$ cat config.mk
export PLATFORM = sky130hd
export DESIGN_NAME = aux_preamble_tx
export DESIGN_NICKNAME = d
export VERILOG_FILES = /design/src/rtl/aux_pre_pkg.sv /design/src/rtl/aux_pre_len.sv /design/src/rtl/aux_pre_enc.sv /design/src/rtl/aux_preamble_tx.sv
export SDC_FILE = /design/constraint.sdc
export NUM_CORES = 1
export LEC_CHECK = 0
export ABC_CLOCK_PERIOD_IN_PS = 5600
export BUFFER_PORTS_ARGS = -buffer_cell sky130_fd_sc_hd__buf_4
export CAP_MARGIN = 10
export CORE_MARGIN = 2
export CORE_UTILIZATION = 50
export CTS_CLUSTER_SIZE = 14
export DETAILED_ROUTE_END_ITERATION = 10
export MAX_ROUTING_LAYER = met4
export PLACE_DENSITY = 0.69
export SLEW_MARGIN = 20
export SYNTH_ARGS = -nofsm -noshare
export SYNTH_HDL_FRONTEND = slang
export SYNTH_SLANG_ARGS = --single-unit
$ cat constraint.sdc
create_clock -name clk -period 5.6 [get_ports clk]
set_input_delay 0.56 -clock clk [delete_from_list [all_inputs] [get_ports clk]]
set_output_delay 0.56 -clock clk [all_outputs]
set_load 0.02 [all_outputs]
$ cat src/rtl/aux_pre_pkg.sv
package aux_pre_pkg;

  typedef enum logic [1:0] {
    ST_IDLE = 2'd0,
    ST_ARM  = 2'd1,
    ST_RUN  = 2'd2
  } pre_state_t;

endpackage

$ cat src/rtl/aux_pre_len.sv
module aux_pre_len #(
  parameter int FIELD_W    = 4,
  parameter int BASE_ZEROS = 26,
  parameter int MAX_ZEROS  = 32,
  parameter int CNT_W      = 6
) (
  input  logic [FIELD_W-1:0] field_i,
  output logic [CNT_W-1:0]   zeros_o,
  output logic               over_o
);
  localparam int RAW_W = FIELD_W + CNT_W + 1;

  logic [RAW_W-1:0] raw;

  always_comb begin
    raw    = RAW_W'(BASE_ZEROS) + (RAW_W'(field_i) << 1);
    over_o = raw > RAW_W'(MAX_ZEROS);
    if (over_o) zeros_o = CNT_W'(MAX_ZEROS);
    else        zeros_o = raw[CNT_W-1:0];
  end
endmodule

$ cat src/rtl/aux_pre_enc.sv
module aux_pre_enc #(
  parameter int POS_W   = 7,
  parameter int CNT_W   = 6,
  parameter int HI_BITS = 2,
  parameter int LO_BITS = 2
) (
  input  logic [POS_W-1:0] pos_i,
  input  logic [CNT_W-1:0] zeros_i,
  output logic             level_o,
  output logic             last_o
);
  logic [POS_W-1:0] zero_end;
  logic [POS_W-1:0] hi_end;
  logic [POS_W-1:0] all_end;

  always_comb begin
    zero_end = POS_W'(zeros_i) << 1;
    hi_end   = zero_end + POS_W'(2 * HI_BITS);
    all_end  = hi_end + POS_W'(2 * LO_BITS);
    if (pos_i < zero_end)    level_o = pos_i[0];
    else if (pos_i < hi_end) level_o = 1'b1;
    else                     level_o = 1'b0;
    last_o = (pos_i == all_end - POS_W'(1));
  end
endmodule

$ cat src/rtl/aux_preamble_tx.sv
module aux_preamble_tx #(
  parameter int FIELD_W    = 4,
  parameter int BASE_ZEROS = 26,
  parameter int MAX_ZEROS  = 32,
  parameter int HI_BITS    = 2,
  parameter int LO_BITS    = 2
) (
  input  logic               clk,
  input  logic               rst,
  input  logic               start_i,
  input  logic               tick_i,
  input  logic [FIELD_W-1:0] precharge_field_i,
  output logic               line_o,
  output logic               drive_en_o,
  output logic               done_o,
  output logic               cfg_violation_o
);
  import aux_pre_pkg::*;

  localparam int CNT_W = $clog2(MAX_ZEROS + 1);
  localparam int POS_W = $clog2(2 * (MAX_ZEROS + HI_BITS + LO_BITS) + 1);

  pre_state_t        state;
  logic [CNT_W-1:0]  zeros_q;
  logic [POS_W-1:0]  pos_q;
  logic [POS_W-1:0]  pos_nx;
  logic [CNT_W-1:0]  zeros_calc;
  logic              over_calc;
  logic              lvl_nx;
  logic              last_cur;
  logic              lvl_dummy_last;
  logic              lvl_cur_unused;

  aux_pre_len #(
    .FIELD_W(FIELD_W), .BASE_ZEROS(BASE_ZEROS),
    .MAX_ZEROS(MAX_ZEROS), .CNT_W(CNT_W)
  ) u_len (
    .field_i(precharge_field_i),
    .zeros_o(zeros_calc),
    .over_o (over_calc)
  );

  // Level of the half-bit about to be entered.
  aux_pre_enc #(
    .POS_W(POS_W), .CNT_W(CNT_W), .HI_BITS(HI_BITS), .LO_BITS(LO_BITS)
  ) u_enc_next (
    .pos_i  (pos_nx),
    .zeros_i(zeros_q),
    .level_o(lvl_nx),
    .last_o (lvl_dummy_last)
  );

  // End-of-sequence detect on the half-bit now on the line.
  aux_pre_enc #(
    .POS_W(POS_W), .CNT_W(CNT_W), .HI_BITS(HI_BITS), .LO_BITS(LO_BITS)
  ) u_enc_cur (
    .pos_i  (pos_q),
    .zeros_i(zeros_q),
    .level_o(lvl_cur_unused),
    .last_o (last_cur)
  );

  always_comb begin
    if (state == ST_RUN) pos_nx = pos_q + POS_W'(1);
    else                 pos_nx = '0;
  end

  always_ff @(posedge clk) begin
    if (rst) begin
      state           <= ST_IDLE;
      zeros_q         <= '0;
      pos_q           <= '0;
      line_o          <= 1'b0;
      drive_en_o      <= 1'b0;
      done_o          <= 1'b0;
      cfg_violation_o <= 1'b0;
    end else begin
      done_o <= 1'b0;
      unique case (state)
        ST_IDLE: begin
          if (start_i) begin
            zeros_q <= zeros_calc;
            if (over_calc) cfg_violation_o <= 1'b1;
            state <= ST_ARM;
          end
        end
        ST_ARM: begin
          if (tick_i) begin
            pos_q      <= pos_nx;
            line_o     <= lvl_nx;
            drive_en_o <= 1'b1;
            state      <= ST_RUN;
          end
        end
        ST_RUN: begin
          if (tick_i) begin
            if (last_cur) begin
              line_o     <= 1'b0;
              drive_en_o <= 1'b0;
              done_o     <= 1'b1;
              pos_q      <= '0;
              state      <= ST_IDLE;
            end else begin
              pos_q  <= pos_nx;
              line_o <= lvl_nx;
            end
          end
        end
        default: state <= ST_IDLE;
      endcase
    end
  end
endmodule

## After elaboration in Yosys (flattened, before gate mapping)

Cells that the tools add are included.

- Reductions and logical operators: 8
- Multiplexer cells: 22
- Equality and inequality tests: 7
- $add $sub $neg: 5
- Bitwise logic cells: 2
- Order comparisons: 3

Operators with widths:

| operator | count |
|---|---|
| 7-bit 2-to-1 mux | 4 |
| 7-bit by 3-bit adder with 7-bit output (second input constant) | 2 |
| 7-bit < comparator | 2 |
| 7-bit case mux with 2 select lines | 1 |
| 11-bit by 6-bit greater-than comparator with 1-bit output (second input constant) | 1 |
| 1-bit 2-to-1 mux | 9 |
| 2-bit 2-to-1 mux | 4 |
| 2-bit != test (second input constant) | 4 |
| 4-bit AND reduction | 2 |
| 7-bit by 1-bit adder with 7-bit output (second input constant) | 1 |
| 7-bit equality test | 1 |
| 7-bit by 1-bit subtractor with 7-bit output (second input constant) | 1 |
| 5-bit by 5-bit adder with 6-bit output (first input constant) | 1 |
| 6-bit 2-to-1 mux | 1 |
| 2-bit case mux with 3 select lines | 1 |
| 3-bit AND reduction | 2 |
| 1-bit case mux with 2 select lines | 2 |
| 3-bit OR reduction | 1 |
| 2-bit by 1-bit equality test with 1-bit output (second input constant) | 1 |
| 2-bit equality test (second input constant) | 1 |
| 2-bit zero test | 1 |
| 1-bit inverter | 2 |
| 2-bit AND reduction | 1 |
| 2-bit nonzero test | 1 |

- Flip-flop bits (word level): 19
- Input bits: 8
- Word-level logic and storage cells: 54

## Longest topological paths before layout

- Word-level depth: 8
- Depth in mapped cells: 11
- Mapped depth without buffers: 11

## Hierarchy

Synthesis repeated with hierarchy kept, for this count alone.

- Cells, all modules: 253
- Area total of the unflattened synthesis: 2075.7 um^2

Modules (own cells, without submodules):

| module | area each (um^2) | sequential area each (um^2) | instances | cells an instance |
|---|---|---|---|---|
| aux_pre_enc | 509.2 | 0.0 | 2 | 64 |
| aux_preamble_tx | 970.9 | 380.4 | 1 | 113 |
| aux_pre_len | 86.3 | 0.0 | 1 | 12 |

## Least setup slack after synthesis

Ideal clock, no wire load.

- Kind: flip-flop to flip-flop
- Start point: register pos_q[0]
- End point: register line_o
- Period minus slack after synthesis: 2.557 ns
- Setup time: 0.096 ns
- Stages on the path, launching flop included: 12
- Arrival time: 2.461 ns
- Slack: 3.043 ns
- Buffers on the path: 0
- Cell sequence: dfxtp_1 ha_1 nand3_1 xor2_1 nor2_1 ha_1 nand2_1 o311ai_1 nor3_1 a211oi_1 mux2_4 o41ai_2

- Longest elaborated chain between the ends: 8

Ends and longest elaborated chain:

| item | line | text |
|---|---|---|
| start: declaration | aux_preamble_tx.sv:25 | `logic [POS_W-1:0] pos_q;` |
| start signal: assignment | aux_preamble_tx.sv:89 | `pos_q <= pos_nx;` |
| start signal: assignment | aux_preamble_tx.sv:104 | `pos_q <= pos_nx;` |
| 7-bit by 1-bit adder with 7-bit output | aux_preamble_tx.sv:64 | `if (state == ST_RUN) pos_nx = pos_q + POS_W'(1);` |
| 7-bit 2-to-1 mux | aux_preamble_tx.sv:64 |  |
| 7-bit < comparator | aux_pre_enc.sv:21 | `else if (pos_i < hi_end) level_o = 1'b1;` |
| 1-bit 2-to-1 mux | aux_pre_enc.sv:21 |  |
| 1-bit 2-to-1 mux | aux_pre_enc.sv:20 | `if (pos_i < zero_end) level_o = pos_i[0];` |
| 1-bit 2-to-1 mux | aux_preamble_tx.sv:97 | `if (last_cur) begin` |
| 1-bit 2-to-1 mux | aux_preamble_tx.sv:96 | `if (tick_i) begin` |
| 1-bit case mux with 2 select lines * | aux_preamble_tx.sv:79 | `unique case (state)` |
| end signal: assignment | aux_preamble_tx.sv:90 | `line_o <= lvl_nx;` |
| end signal: assignment | aux_preamble_tx.sv:105 | `line_o <= lvl_nx;` |
| end: declaration | aux_preamble_tx.sv:13 | `output logic line_o,` |

Mark *: on every way between the ends. The rest lies on a longest branch, timed or not. The select of a mux whose other input is x is not followed.
A chain may end at the register's enable or synchronous reset.

## Worst setup path after layout

- Start point: register state[0]
- End point: register line_o

- Longest elaborated chain between the ends: 8

Ends and longest elaborated chain:

| item | line | text |
|---|---|---|
| start: declaration | aux_preamble_tx.sv:23 | `pre_state_t state;` |
| start signal: assignment | aux_preamble_tx.sv:70 | `state <= ST_IDLE;` |
| start signal: assignment | aux_preamble_tx.sv:84 | `state <= ST_ARM;` |
| start signal: assignment | aux_preamble_tx.sv:92 | `state <= ST_RUN;` |
| 2-bit equality test | aux_preamble_tx.sv:64, aux_preamble_tx.sv:79 |  |
| 7-bit 2-to-1 mux | aux_preamble_tx.sv:64 |  |
| 7-bit < comparator | aux_pre_enc.sv:21 |  |
| 1-bit 2-to-1 mux | aux_pre_enc.sv:21 |  |
| 1-bit 2-to-1 mux | aux_pre_enc.sv:20 |  |
| 1-bit 2-to-1 mux | aux_preamble_tx.sv:97 |  |
| 1-bit 2-to-1 mux | aux_preamble_tx.sv:96 |  |
| 1-bit case mux with 2 select lines | aux_preamble_tx.sv:79 |  |

Parallel ways exist; a longest one is shown, timed or not. The select of a mux whose other input is x is not followed.

==> results.md <==
* CTS tree: yes
* Max-slew headroom at 0.447
* Length in cells of the worst reg-to-reg path at 9
* Post-Route WL at between 2 and 3 mm
* Hold Path End: cfg_violation_o$_SDFFE_PP0P_
* Critical Path RT at 5.80 ns
* # hold bufs at CTS at 0
* Register share of total power at 0.509
* Final-stage net count at approximately 180
* Total number of vias at 1085
* Post_cts resized at 0
* DP Worst Slack at 2.67 ns
* Final count of negative-setup-slack endpoints at 0
* R2R Setup Slk at around 2.6 ns
* Setup Skew at between 0.004 and 0.005 ns
* Syn Area/Cell at 8.37 µm²
* Worst hold path cell count at 2
* Slew @ Worst Pin at around 0.82 ns
* IO Pins at 12
* Setup bufs post-CTS at 0
* P&R area growth vs syn at 9.70%
* Minimum clock period after layout at around 3.0 ns
* Synth async-reset ratio at 0
* Synth cell count leaders: 18 x dfxtp_1, 17 x nor2_1, 13 x nand2_1
* Syn nets at roughly 170
* Comb power frac at 0.200
* Clk Latency, worst-skew pair at 0.29 ns
* Ys Warns at 0
* Maxcap violations at 0
* # rows at 18
* CP Capture Type: flop
* Root Buffer: clkbuf_4
* Worst hold path type: flop to flop
* Initial DRC count at 13
* RePlAce Congestion at between 0.9 and 1
* Die Ht at ~54 µm
* Initial Util at 0.520
* Filler Cells Inserted at between 200 and 250
* Routed WL per cell at about 14 µm
* Worst-case clock buffer depth at 2
* Setup TNS at 0 ns
* Worst flop-to-flop path startpoint: state[0]$_SDFFE_PP0P_
* Compound-Gate Fraction of Synth Area at 0.174
* Final worst path period share at 0.535
* Dominant cell type by area after synthesis: dfxtp_1
* Top post-synthesis cells by area: dfxtp_1 29%, ha_1 8.9%, nor2_1 5.0%, xnor2_1 4.9%, a21oi_1 4.4%
* Remaining antenna violation count at 0
* First-pass GRT wire length at 4.49 mm
* Mux share of post-synthesis cell area at 0.0198
* P_leak at approximately 0.00052 µW
* Xor/xnor share of the synthesized area at 0.112
* Total GRT Usage at 0.213
* Largest net degree at the start of global routing at 19
* Clock power frac at 0.291
* Peak VDD IR at approximately 130 µV
* CP Max Fanout at 12
* Layout cells sized above 1 at 0.151
* Internal power at approximately 200 µW
* Final Hold Vio Count at 0
* Adder-Cell Fraction of Synth Area at 0.0891
* Vias in the first global route at between 1000 and 1500
* DRC errors left at 0
* CP startpoint kind: flop
* Post-synth EDFFs at 0
* Netlist cell types at between 40 and 50
* RSZ-0062 raised after global routing: no
* Final worst setup slack at 2.60 ns
* Setup Crit Path Kind: flop to flop
* TritonCTS Buffers at 3
* Switching part of the total at 0.276
* Clock sink count at 18
* PD cells at approximately 200 mW/mm²
* Max-slew violations at 0
* Seq/Total Area, Yosys at 0.285
* Mapped Cells at 151
* Fmax at about 330 MHz
* Reg2reg end: line_o$_SDFFE_PP0P_
* Yosys top cell area share at 0.285
* Hold_sp: cfg_violation_o$_SDFFE_PP0P_
* Worst-path clk slew at ~0.11 ns
* Synth Area in Simple Gates at 0.272
* Antenna violations before repair at 0
* Ys flop type: dfxtp_1
* Die width at 54.3 µm
* P_sw at 76.1 µW
* Detail-routed via count per cell at approximately 5.7
* Count leader, synth: dfxtp_1
* Mapped Area at between 0.001 and 0.0015 mm²
* Number of synthesized register bits at 18
* Drt pass-1 iters at 4
* Largest family of logic cells by synthesized area: simple AND/OR/NAND/NOR gates
* Antenna Diode Count at 0
* Htree depth at 1
* Area of the multi-input gates at 843 µm²
* Register area at 360 µm²
* Die area at ~0.0029 mm²
* Core box area at 0.00243 mm²
* CP arrival at ~3.2 ns
* Status: completed
* Buffers added on ports at 11
* Detailed Place HPWL at roughly 2.2 mm
* Congestion Overflow GR at 0
## cell families after synthesis
| kind of cell | after synthesis |
|---|---|
| xor+xnor | 13 |
| compound gates | 31 |
| buf+inv | 14 |
| fa+ha+maj | 9 |
| mux | 2 |
| simple gates | 64 |
| flops | 18 |
## registers in the layout, indices dropped and copies added (netlist names)
register,cells
line_o,1
zeros_q,5
done_o,1
cfg_violation_o,1
state,2
pos_q,7
drive_en_o,1
## metrics by stage
| step | instances | utilization | cell area [µm²] | power (µW) | hold WS (ns) |
|---|---|---|---|---|---|
| global route | 189 | 0.570 | 1390 | 289 | 0.454 |
| CTS | 189 | 0.570 | 1390 | 278 | 0.455 |
| detailed placement | 185 | 0.555 | 1350 | 198 | 0.446 |
| global placement | 185 | 0.555 | 1350 | 197 | 0.433 |
| floorplan | 151 | - | 1260 | 184 | 0.458 |
| finish | 189 | 0.570 | 1390 | 275 | 0.454 |
## power groups by stage
stage                     logic (µW)  registers (µW)  clock network (µW)
after floorplan                 42.5             142                   0
after global placement          54.1             143                   0
after detailed placement        55.2             143                   0
after CTS                       55.5             140                82.5
after global routing            61.3             141                86.2
final                           55.2             140                80.2
## cells in the final DEF, fill, tap and decap left out, drive strengths merged, types with 2 or more instances in the layout
cell type / n
xnor2: 7
xor2: 4
nand2: 13
ha: 9
nand3b: 2
nor2: 17
nand3: 9
o41ai: 2
a21oi: 11
a211oi: 5
a22oi: 2
dfxtp: 18
nor3: 4
clkbuf: 4
nor4: 6
nand2b: 3
xnor3: 2
nor2b: 2
inv: 7
o21ai: 4
buf: 11
## routing by layer
layer | global-route usage | vias up | share of wire
li1 | - | 556 | -
met1 | 0.268 | 512 | 0.47
met2 | 0.371 | 15 | 0.51
met3 | 0.0246 | 2 | 0.025
met4 | 0.0375 | 0 | 0.0037
met5 | - | - | 0
## layout make-up
type / count / area share
Tap cell: 30 / 0.0271
Sequential cell: 18 / 0.260
Multi-Input combinational cell: 119 / 0.608
Clock buffer: 4 / 0.0262
Timing Repair Buffer: 11 / 0.0596
Inverter: 7 / 0.0190
## worst max-delay path: stages (launching register included)
cell and delay, ns:
dfxtp_1 0.58, nand2b_1 0.41, nor2_1 0.15, ha_1 0.35, nand2_1 0.06, o311ai_1 0.32, o22ai_1 0.14, a211oi_1 0.30
mux2_4 0.34, o41ai_2 0.25
## worst max path at each step
stage	startpoint	endpoint	slack, ns	depth (start not counted)
floorplan	pos_q[0]$_SDFFE_PP0P_	line_o$_SDFFE_PP0P_	3.04	11
global route	state[0]$_SDFFE_PP0P_	line_o$_SDFFE_PP0P_	2.36	9
detailed placement	state[0]$_SDFFE_PP0P_	line_o$_SDFFE_PP0P_	2.67	9
CTS	state[0]$_SDFFE_PP0P_	line_o$_SDFFE_PP0P_	2.61	9
finish	state[0]$_SDFFE_PP0P_	line_o$_SDFFE_PP0P_	2.60	9
global placement	state[0]$_SDFFE_PP0P_	line_o$_SDFFE_PP0P_	2.81	9
(Power assumes the default switching activity.)
